[config.mk]
export PLATFORM = sky130hd
export DESIGN_NAME = smp_pack_fifo
export DESIGN_NICKNAME = d
export VERILOG_FILES = /design/src/rtl/spf_pkg.sv /design/src/rtl/spf_packer.sv /design/src/rtl/spf_store.sv /design/src/rtl/spf_flags.sv /design/src/rtl/smp_pack_fifo.sv
export SDC_FILE = /design/constraint.sdc
export NUM_CORES = 1
export LEC_CHECK = 0
export CAP_MARGIN = 0
export CORE_ASPECT_RATIO = 0.9
export CORE_MARGIN = 2
export CORE_UTILIZATION = 30
export CTS_CLUSTER_SIZE = 16
export DETAILED_ROUTE_END_ITERATION = 12
export SYNTH_ARGS = -nofsm -noshare
export SYNTH_HDL_FRONTEND = slang
export SYNTH_SLANG_ARGS = --single-unit
[constraint.sdc]
create_clock -name clk -period 6.7 [get_ports clk]
set_input_delay 1.34 -clock clk [delete_from_list [all_inputs] [get_ports clk]]
set_output_delay 1.34 -clock clk [all_outputs]
set_load 0.02 [all_outputs]
[src/rtl/spf_pkg.sv]
package spf_pkg;

    localparam int SMP_W      = 12;
    localparam int CH_W       = 3;
    localparam int HALF_W     = 16;
    localparam int WORD_W     = 2 * HALF_W;
    localparam int FIFO_DEPTH = 16;

    typedef struct packed {
        logic [CH_W-1:0]  chan;
        logic [SMP_W-1:0] smp;
    } sample_t;

    typedef logic [HALF_W-1:0] half_t;
    typedef logic [WORD_W-1:0] word_t;

    typedef enum logic {
        FMT_SINGLE = 1'b0,
        FMT_DUAL   = 1'b1
    } fmt_e;

    // Build one half word: sample low, optional channel tag above it.
    function automatic half_t make_half(sample_t s, logic tag_en);
        half_t h;
        h = '0;
        h[SMP_W-1:0] = s.smp;
        if (tag_en) begin
            h[SMP_W +: CH_W] = s.chan;
        end
        return h;
    endfunction

endpackage

[src/rtl/spf_packer.sv]
module spf_packer
    import spf_pkg::*;
(
    input  logic    clk,
    input  logic    rst,
    input  logic    flush,
    input  fmt_e    fmt,
    input  logic    tag_en,
    input  logic    in_valid,
    input  sample_t in_smp,
    output logic    out_valid,
    output word_t   out_word
);

    logic  half_valid_q;
    half_t half_q;
    half_t cur_half;

    always_comb begin
        cur_half = make_half(in_smp, tag_en);
        if (fmt == FMT_SINGLE) begin
            out_valid = in_valid && !flush;
            out_word  = {{(WORD_W-HALF_W){1'b0}}, cur_half};
        end else begin
            out_valid = in_valid && half_valid_q && !flush;
            out_word  = {cur_half, half_q};
        end
    end

    always_ff @(posedge clk) begin
        if (rst || flush) begin
            half_valid_q <= 1'b0;
            half_q       <= '0;
        end else if (in_valid && fmt == FMT_DUAL) begin
            if (half_valid_q) begin
                half_valid_q <= 1'b0;
            end else begin
                half_valid_q <= 1'b1;
                half_q       <= cur_half;
            end
        end
    end

    // In paired mode every accepted sample flips the held-half state.
    AST_PAIR_TOGGLE: assert property (@(posedge clk) disable iff (rst)
        (fmt == FMT_DUAL && in_valid && !flush) |=> (half_valid_q != $past(half_valid_q)))
        else $error("pair state did not toggle");

    // A first sample of a pair never produces a word.
    AST_FIRST_HELD: assert property (@(posedge clk) disable iff (rst)
        (fmt == FMT_DUAL && in_valid && !flush && !half_valid_q) |=> half_valid_q)
        else $error("first sample not held");

endmodule

[src/rtl/spf_store.sv]
module spf_store #(
    parameter int DEPTH  = 16,
    parameter int WORD_W = 32,
    localparam int PTR_W = (DEPTH > 1) ? $clog2(DEPTH) : 1,
    localparam int CNT_W = $clog2(DEPTH + 1)
) (
    input  logic              clk,
    input  logic              rst,
    input  logic              flush,
    input  logic              wr_req,
    input  logic [WORD_W-1:0] wr_data,
    input  logic              rd_req,
    output logic [WORD_W-1:0] rd_data,
    output logic [CNT_W-1:0]  count,
    output logic              wr_drop
);

    logic [WORD_W-1:0] mem [DEPTH];
    logic [PTR_W-1:0]  wp_q, rp_q;
    logic [CNT_W-1:0]  cnt_q;
    logic              pop, push;

    function automatic logic [PTR_W-1:0] nxt(logic [PTR_W-1:0] p);
        return (p == PTR_W'(DEPTH - 1)) ? '0 : p + 1'b1;
    endfunction

    assign pop     = rd_req && (cnt_q != '0) && !flush;
    assign push    = wr_req && !flush && ((cnt_q != CNT_W'(DEPTH)) || pop);
    assign wr_drop = wr_req && !flush && !push;
    assign rd_data = mem[rp_q];
    assign count   = cnt_q;

    always_ff @(posedge clk) begin
        if (rst || flush) begin
            wp_q  <= '0;
            rp_q  <= '0;
            cnt_q <= '0;
        end else begin
            if (push) wp_q <= nxt(wp_q);
            if (pop)  rp_q <= nxt(rp_q);
            if (push && !pop)      cnt_q <= cnt_q + 1'b1;
            else if (pop && !push) cnt_q <= cnt_q - 1'b1;
        end
    end

    always_ff @(posedge clk) begin
        if (push) mem[wp_q] <= wr_data;
    end

    AST_COUNT_BOUND: assert property (@(posedge clk) disable iff (rst)
        cnt_q <= CNT_W'(DEPTH))
        else $error("count beyond depth");

    AST_DROP_KEEPS_COUNT: assert property (@(posedge clk) disable iff (rst)
        (wr_drop && !rd_req) |=> (cnt_q == CNT_W'(DEPTH)))
        else $error("drop changed count");

endmodule

[src/rtl/spf_flags.sv]
module spf_flags #(
    parameter int DEPTH = 16,
    localparam int CNT_W = $clog2(DEPTH + 1)
) (
    input  logic             clk,
    input  logic             rst,
    input  logic             flush,
    input  logic [CNT_W-1:0] count,
    input  logic [CNT_W-1:0] level,
    input  logic             wr_drop,
    output logic             empty,
    output logic             full,
    output logic             level_req,
    output logic             overflow
);

    logic ovf_q;

    assign empty     = (count == '0);
    assign full      = (count == CNT_W'(DEPTH));
    assign level_req = (count >= level);
    assign overflow  = ovf_q;

    always_ff @(posedge clk) begin
        if (rst || flush) begin
            ovf_q <= 1'b0;
        end else if (wr_drop) begin
            ovf_q <= 1'b1;
        end
    end

    AST_OVF_STICKY: assert property (@(posedge clk) disable iff (rst)
        (ovf_q && !flush) |=> ovf_q)
        else $error("overflow not sticky");

endmodule

[src/rtl/smp_pack_fifo.sv]
module smp_pack_fifo
    import spf_pkg::*;
#(
    parameter int DEPTH = spf_pkg::FIFO_DEPTH
) (
    input  logic                         clk,
    input  logic                         rst,
    input  logic                         cfg_dual,
    input  logic                         cfg_tag_en,
    input  logic [$clog2(DEPTH+1)-1:0]   cfg_level,
    input  logic                         flush,
    input  logic                         in_valid,
    input  logic [SMP_W-1:0]             in_sample,
    input  logic [CH_W-1:0]              in_chan,
    input  logic                         rd_en,
    output logic [WORD_W-1:0]            rd_data,
    output logic                         empty,
    output logic                         full,
    output logic                         level_req,
    output logic                         overflow
);

    localparam int CNT_W = $clog2(DEPTH + 1);

    sample_t          smp;
    fmt_e             fmt;
    logic             pk_valid;
    word_t            pk_word;
    logic [CNT_W-1:0] count;
    logic             wr_drop;

    assign smp = '{chan: in_chan, smp: in_sample};
    assign fmt = cfg_dual ? FMT_DUAL : FMT_SINGLE;

    spf_packer u_packer (
        .clk       (clk),
        .rst       (rst),
        .flush     (flush),
        .fmt       (fmt),
        .tag_en    (cfg_tag_en),
        .in_valid  (in_valid),
        .in_smp    (smp),
        .out_valid (pk_valid),
        .out_word  (pk_word)
    );

    spf_store #(.DEPTH(DEPTH), .WORD_W(WORD_W)) u_store (
        .clk     (clk),
        .rst     (rst),
        .flush   (flush),
        .wr_req  (pk_valid),
        .wr_data (pk_word),
        .rd_req  (rd_en),
        .rd_data (rd_data),
        .count   (count),
        .wr_drop (wr_drop)
    );

    spf_flags #(.DEPTH(DEPTH)) u_flags (
        .clk       (clk),
        .rst       (rst),
        .flush     (flush),
        .count     (count),
        .level     (cfg_level),
        .wr_drop   (wr_drop),
        .empty     (empty),
        .full      (full),
        .level_req (level_req),
        .overflow  (overflow)
    );

    AST_FLUSH_CLEARS: assert property (@(posedge clk) disable iff (rst)
        flush |=> (empty && !overflow))
        else $error("flush left state behind");

    AST_FLAGS_EXCL: assert property (@(posedge clk) disable iff (rst)
        !(empty && full))
        else $error("empty and full together");

    AST_FULL_COLLIDE: assert property (@(posedge clk) disable iff (rst)
        (full && pk_valid && rd_en && !flush) |=> (full && $stable(overflow)))
        else $error("collision at full mishandled");

    AST_EMPTY_READ: assert property (@(posedge clk) disable iff (rst)
        (empty && rd_en && !pk_valid) |=> empty)
        else $error("read on empty changed state");

endmodule

=== After elaboration in Yosys (flattened, before gate mapping) ===
Memories as Yosys holds them, arrays and structs flattened. A register that Yosys moved wholly into a read port is not among the register bits.
Cells that the tools add are included.

* Add/subtract/negate cells: 4
* Multiply operators: 0
* Divide/modulo/power cells: 0
* Magnitude comparators: 1
* Eq/ne operators: 4
* Shifts and indexed selects: 0
* Muxes and demuxes: 13
* Bitwise gates (word level): 1
* Reduce and logical (&&, ||, !) cells: 20

{| class="wikitable"
|+ Operator list
! operator !! number
|-
| 2-to-1 mux 31 bit || 1
|-
| 2-to-1 mux 4 bit || 4
|-
| logical AND 1 bit || 11
|-
| 2-to-1 mux 5 bit || 2
|-
| adder 4 x 1 -> 4 bit (second input constant) || 2
|-
| == test 4 bit (second input constant) || 2
|-
| adder 5 x 1 -> 5 bit (second input constant) || 1
|-
| == test 5 bit (second input constant) || 1
|-
| >= comparator 5 bit || 1
|-
| zero test 5 bit || 1
|-
| 2-to-1 mux 1 bit || 5
|-
| inequality test 5 bit (second input constant) || 1
|-
| nonzero test 5 bit || 1
|-
| subtractor 5 x 1 -> 5 bit (second input constant) || 1
|-
| zero test 1 bit || 3
|-
| 2-to-1 mux 3 bit || 1
|-
| logical OR 1 bit || 2
|-
| AND reduction 2 bit || 1
|-
| nonzero test 2 bit || 1
|-
| inverter 1 bit || 1
|}

* Register bits: 30
* Latch bits: 0
* RAM bits: 496
* Memory bits (read-only): 0
* Input port bits: 27
* Output and inout port bits: 36
* Logic and storage cells: 50
* Memories: 1

{| class="wikitable"
|+ Memories
! memory !! depth !! bits a word !! read ports !! clocked after Yosys merged registers in !! wr ports !! line !! RTL
|-
| u_store.mem || 16 || 31 || 1 || 1 || 1 || spf_store.sv:18 || <nowiki>logic [WORD_W-1:0] mem [DEPTH];</nowiki>
|}

=== Longest topological paths before layout ===
Gate-level depths: netlist of run 1.

* Depth in word-level cells: 9
* Gate-level depth with buffers: 12
* Mapped depth without buffers: 10

=== By module ===
Synthesis of run 1 repeated with hierarchy kept, for this count alone.

* Cells, all modules: 1036
* Area, all modules: 21409.3 um2

{| class="wikitable"
|+ By module, submodules not included
! module !! times used !! cells an instance !! area an instance (um2)
|-
| spf_store || 1 || 895 || 20079.3
|-
| spf_packer || 1 || 118 || 1163.6
|-
| spf_flags || 1 || 23 || 166.4
|}

=== Least setup slack after synthesis of run 1 ===
Ideal clock, no wire load.

* Kind: input to register
* From: in cfg_dual
* To: mem u_store.mem[1][0] (netlist bit) (enable)
* Arrival: 4824 ps
* Path slack: 1383 ps
* Stages: 5
* Buffers on the path: 2
* Path through: clkbuf_1 nand2b_1 o211ai_4 buf_6 nor4_1

* Word-level cells in the longest chain between the ends: 6

{| class="wikitable"
|+ Ends and longest elaborated chain
! item !! line !! RTL
|-
| from (decl) || smp_pack_fifo.sv:8 || <nowiki>input logic cfg_dual,</nowiki>
|-
| 2-to-1 mux 1 bit || smp_pack_fifo.sv:33 || <nowiki>assign fmt = cfg_dual ? FMT_DUAL : FMT_SINGLE;</nowiki>
|-
| 2-to-1 mux 1 bit || spf_packer.sv:21 || <nowiki>if (fmt == FMT_SINGLE) begin</nowiki>
|-
| logical AND 1 bit (2 in a row) || spf_store.sv:28 || <nowiki>assign push = wr_req && !flush && ((cnt_q != CNT_W'(DEPTH)) || pop);</nowiki>
|-
| 2-to-1 mux 1 bit || spf_store.sv:47 || <nowiki>if (push) mem[wp_q] <= wr_data;</nowiki>
|-
| 2-to-1 mux 1 bit (implied by the code) || spf_store.sv:47 ||
|-
| to (decl) || spf_store.sv:18 ||
|}

No other way between the ends.

==> impl_metrics.ini, run 1 <==
[sta]
rsz0062_at_grt = no
clock.fmax_ghz = 0.204
clock-skew-final_ns = 0.0189
finalCritPeriodShare = 0.733
finalMaxSlewViolations = 0
layout_min_cycle_time_ns = 4.91
setup_tns_ns = 0
max_slew.worst_pin.slew_ns = 1.17
setup_violations = 0
relSlewSlack = 0.216
finalHoldViolCount = 0

[run_status]
run_status = finished clean

[cts]
cts_hold_buf = 0
cts_resized = 0
post_cts_buffers = 0
htreeDepth = 2
cts_buffers = 50
clock_sinks = 514
clockBufferDepth = 3
clk_pin_slew_ns = 0.06
cts_tree = built
insertion_delay_ns = 0.58
ctsRootBufferMaster = clkbuf_16

[routing]
antenna_left = 0
route.vias.total = 9706
drtIter0Drc = 967
first_pass_iters = 5
wl_per_cell_um = 22.8
viasPerCell = 4.92
drc = 0
totalWireLength_mm = 45.0

[yosys]
ys_async_sr_fraction = 0
yosys_warnings = 0
synth_common_cells = edfxtp_1, mux4_2, nand2_1
synth_edf_count = 480
netlist_area_sq_um = 19900
yosysUniqueCellTypes = 46
avgSynthCellArea_sq_um = 20.1
synthCells = 988
synth_ff_type = edfxtp_1
yosysMostFrequentCell = edfxtp_1
synthTopCellsByArea = edfxtp_1, mux4_2, dfxtp_1
synth_top_area_frac = 0.724
yosysTopAreaCell = edfxtp_1
ys_seq_area_frac = 0.758
ys_ff_latch = 514

[critical_path]
path_cells = buf_12, mux4_2, a22oi_1, nand2_1, clkdlybuf4s50_1
cp-start-kind = flop
critPathKind = flop to primary output
critical-path-slowest-cell = dfxtp_4
cp_slowest_stage_delay_ns = 0.85
path_delay_family = buffers and inverters
rr_worst_depth = 10
worst_ep_arrival_time_ns = 3.57
setup.worst_path.end_class = primary output
path_buf_inv = 2
crit_required_ns = 5.36
crit_fanout = 47
cp_num_cells = 5

[grt]
grt_antenna_before_repair = 2
grt_pass1_wl_mm = 66.0
grt_overflow = 0
grt_max_degree = 68
grt_pass1_vias = 10000
groute.usage.overall = 0.132

[hold_path]
min_path_cells = 2
holdCritPathClass = flop to flop

[cells_and_area]
nets = 1112
final_cell_area_sq_um = 23300
drive_gt1_frac = 0.234
final_core_util = 0.355
fillerInstances = 6044
synthToLayoutAreaGrowth_pct = 17.0
finalNonFillerCells = 1974
antenna_cells = 0

[floorplanning]
pin_count = 63
dieArea_sq_um = 68400
die_h_um = 248
die_w_um = 276
rows = 89
start_util = 0.304
coreArea_sq_um = 65600

[place]
post-place-cells = 1882
placed_cell_area_sq_um = 21700
place_congestion = 0.722
dp_hpwl_mm = 24.9
io_buffers = 60

[power_and_ir_drop]
powerDensity_nw_per_um2 = 279
vdd_drop_max_v = 0.000189
leakage_uw = 0.00721

[flow_run]
cap_violations = 0
[area by class of cell]
cell class,instances,area [sq um],area share
sequential,514,15100,0.648
multi-input combinational,404,4620,0.198
clock inverter,23,179,0.00768
tap,864,1080,0.0464
inverter,14,52.6,0.00226
clock buffer,69,1430,0.0612
timing repair buffer,86,833,0.0358
[power by group]
group,internal (uW),switching (uW)
logic,83.9,132
registers,3520,8.69
clock network,1600,1160
[logic make-up (layout without fill, tap and decap cells)]
family | after synthesis | count (layout) | synth area share
AOI/OAI and AO/OA | 106 | 106 | 0.0368
adders and majority gates | 15 | 15 | 0.00981
muxes | 135 | 135 | 0.144
other | 1 | 2 | 0.000188
xor gates and xnor gates | 3 | 3 | 0.00132
and+or+nand+nor | 143 | 143 | 0.0343
DFF | 514 | 514 | 0.758
buffers and inverters | 71 | 192 | 0.0153
[per-stage QoR]
| step | worst slack (ns) | total power [uW] | hold WS, ns |
|---|---|---|---|
| final | 1.79 | 6500 | 0.453 |
| after detailed placement | 2.20 | 3820 | 0.447 |
| after CTS | 1.65 | 6560 | 0.455 |
| after global placement | 2.21 | 3810 | 0.438 |
| after floorplan | 1.38 | 3720 | 0.433 |
| after global routing | 1.55 | 6690 | 0.475 |
[worst register-to-register path: stages, from the launching register on]
cell      delay (ns)
dfxtp_1         0.37
or4_1           0.71
o211ai_4        0.64
inv_1           0.10
ha_1            0.24
inv_1           0.16
ha_1            0.26
a21o_1          0.18
a21oi_1         0.20
nor4_1          0.07
or3_1           0.39
[routing by layer]
| layer | vias to the layer above | wire length (um) | global-route usage |
|---|---|---|---|
| met5 | - | 9 | 0 |
| li1 | 4205 | - | - |
| met4 | 2 | 715 | 0.0339 |
| met1 | 5129 | 20300 | 0.189 |
| met2 | 320 | 20900 | 0.205 |
| met3 | 50 | 3140 | 0.0277 |
[flip-flops by register name, summed over array words and instances, names as in the netlist, named ones only]
signal	count
u_store.count	5
u_packer.half_valid_q	1
u_store.mem	480
u_flags.overflow	1
u_store.rp_q	4
u_packer.half_q	15
u_store.wp_q	4
[layout by cell type, fill, tap and decap left out, types with 3 or more instances in the layout]
cell and count:
nor4_2 4, mux2_2 12, clkinv_2 10, clkbuf_8 4, clkbuf_16 53, and2_2 5
nor3_2 4, mux4_2 120, nand2b_1 3, buf_12 3, nand2_1 69, edfxtp_1 480
and2_1 13, inv_1 14, a22oi_1 60, clkbuf_1 12, nor2_4 5, a21oi_1 26
mux2i_1 3, dfxtp_1 32, clkinv_1 9, ha_1 14, o21ai_0 8, nor2_1 15
clkdlybuf4s50_1 60, buf_4 23, bufinv_16 3, nand3_1 5, and3_1 4
[path summary, 6_finish.rpt]
| path | start | end | slack (ns) |
|---|---|---|---|
| hold reg to reg | u_packer.half_q[3] | u_packer.half_q[3] | 0.45 |
| setup / recovery | flop | rd_data[8] | 1.79 |
| hold / removal | u_packer.half_q[3] | u_packer.half_q[3] | 0.45 |
| setup reg to reg | u_store.count[0] | u_store.count[3] | 3.27 |
(Power assumes the default switching activity.)
==> inputs of run 2 (changes only) <==
Clock period 6.7 ns to 4.5 ns, I/O delays scaled along.
==> run 2 against run 1 <==
Against the previous run:
- setup slack got worse by 1.4 ns
- flip-flop and latch count did not move
- clock skew shrank 0.0013 ns
- non-clock buffer count is 13 higher
- critical path type unchanged
- highest routed layer is now met4
- routed wire length increased by 0.31%
- core utilization rose by 0.25 points
- design area up 0.70%
- via count rose by 1.1%
==> impl_metrics.ini, run 2 (synthesis results as in run 1) <==
[place]
dp_hpwl_mm = 24.5
pre_cts_slack_ns = 0.936
io_buffers = 60
placed_cell_area_sq_um = 21800
place_congestion = 0.733

[run_status]
run_status = finished clean

[hold_path]
min_path_cells = 2
holdCritPathClass = flop to flop
hold_path_end = u_packer.half_q[0]
min_from = u_packer.half_q[0]

[cts]
clockBufferDepth = 3
ctsRootBufferMaster = clkbuf_16
cts_resized = 0
post_cts_buffers = 0
clk_pin_slew_ns = 0.07
cts_tree = built
cts_hold_buf = 0
clock_sinks = 514
htreeDepth = 2
cts_buffers = 51
insertion_delay_ns = 0.58

[sta]
setup_tns_ns = 0
finalMaxSlewViolations = 0
fin_ws_ns = 0.381
max_slew.worst_pin.slew_ns = 0.770
finalHoldViolCount = 0
layout_min_cycle_time_ns = 4.12
setup_violations = 0
rsz0062_at_grt = no
relSlewSlack = 0.486
clock-skew-final_ns = 0.0176
clock.fmax_ghz = 0.243
finalCritPeriodShare = 0.915
timing.hold.ws_ns = 0.452

[routing]
totalWireLength_mm = 45.2
drc = 0
drtIter0Drc = 849
wl_per_cell_um = 22.7
first_pass_iters = 5
antenna_left = 0
route.vias.total = 9811
viasPerCell = 4.93

[power_and_ir_drop]
p_total_uw = 9700
powerDensity_nw_per_um2 = 413
leakage_uw = 0.00730
vdd_drop_max_v = 0.000297

[grt]
grt_pass1_wl_mm = 65.7
grt_pass1_vias = 10100
grt_antenna_before_repair = 1
grt_overflow = 0
groute.usage.overall = 0.132
grt_max_degree = 52

[cells_and_area]
top_register = u_store.mem
antenna_cells = 0
final_cell_area_sq_um = 23500
largest_register_ffs = 480
nets = 1126
final_cell_mix = edfxtp_1, mux4_2, nand2_1
final_common_cell = edfxtp_1
synthToLayoutAreaGrowth_pct = 17.8
drive_gt1_frac = 0.245

[floorplanning]
start_util = 0.304
dieArea_sq_um = 68400
rows = 89
die_h_um = 248
coreArea_sq_um = 65600
die_w_um = 276
pin_count = 63

[critical_path]
critPathKind = flop to primary output
cp-start-kind = flop
crit_fanout = 27
setup.worst_path.end_class = primary output
rrSetupSlack_ns = 1.34
reg2reg_to = u_store.count[3]
crit_required_ns = 3.60
r2r-start = u_store.count[0]
rr_worst_depth = 10
worst_ep_arrival_time_ns = 3.22

[flow_run]
cap_violations = 0
run 2: changes by cell type in the layout (fill, tap and decap cells not counted), moves of 3 or more:
| cell | before | now |
|---|---|---|
| clkbuf_8 | 4 | 1 |
| buf_12 | 3 | 7 |
| buf_4 | 23 | 32 |
| clkinv_2 | 10 | 14 |
run 2: cell type report:
type	count	area [sq um]
Timing Repair Buffer	99	981
Multi-Input combinational cell	404	4620
Tap cell	864	1080
Clock inverter	28	236
Inverter	14	52.6
Clock buffer	66	1390
Fill cell	5988	42100
Sequential cell	514	15100
run 2: how the worst max path moves through the flow:
stage	start	endpoint	slack [ns]
6_report	flop	rd_data[8]	0.38
2_1_floorplan	cfg_dual	u_store.mem[1][0]	-0.38
3_3_place_gp	cfg_level[0]	level_req	0.89
4_1_cts	flop	rd_data[8]	0.31
5_1_grt	flop	rd_data[8]	0.21
3_5_place_dp	cfg_level[0]	level_req	0.94
run 2: report_power, final:
part | internal (uW) | total, uW | leakage (uW) | switching, uW
sequential | 5240 | 5250 | 0.00465 | 11.8
combinational | 128 | 323 | 0.00184 | 195
clock | 2400 | 4120 | 0.000803 | 1720
total | 7760 | 9700 | 0.00730 | 1930
run 2: routing by layer:
layer	share of wire	track usage	vias up
li1	-	-	4233
met1	0.45	0.189	5204
met2	0.46	0.208	310
met3	0.064	0.0219	64
met4	0.022	0.0394	0
met5	0	0	-
run 2: worst max-delay path, cell delays in order (launching register included):
cell and delay [ns]:
dfxtp_4 0.74, buf_12 0.31, mux4_2 0.53, a22oi_1 0.23, nand2_1 0.21, clkdlybuf4s50_1 0.59
run 2: stage by stage:
stage               utilization  instances
global route              0.358       1989
detailed placement        0.333       1895
finish                    0.358       1989
floorplan                     -        989
global placement          0.333       1895
CTS                       0.358       1989
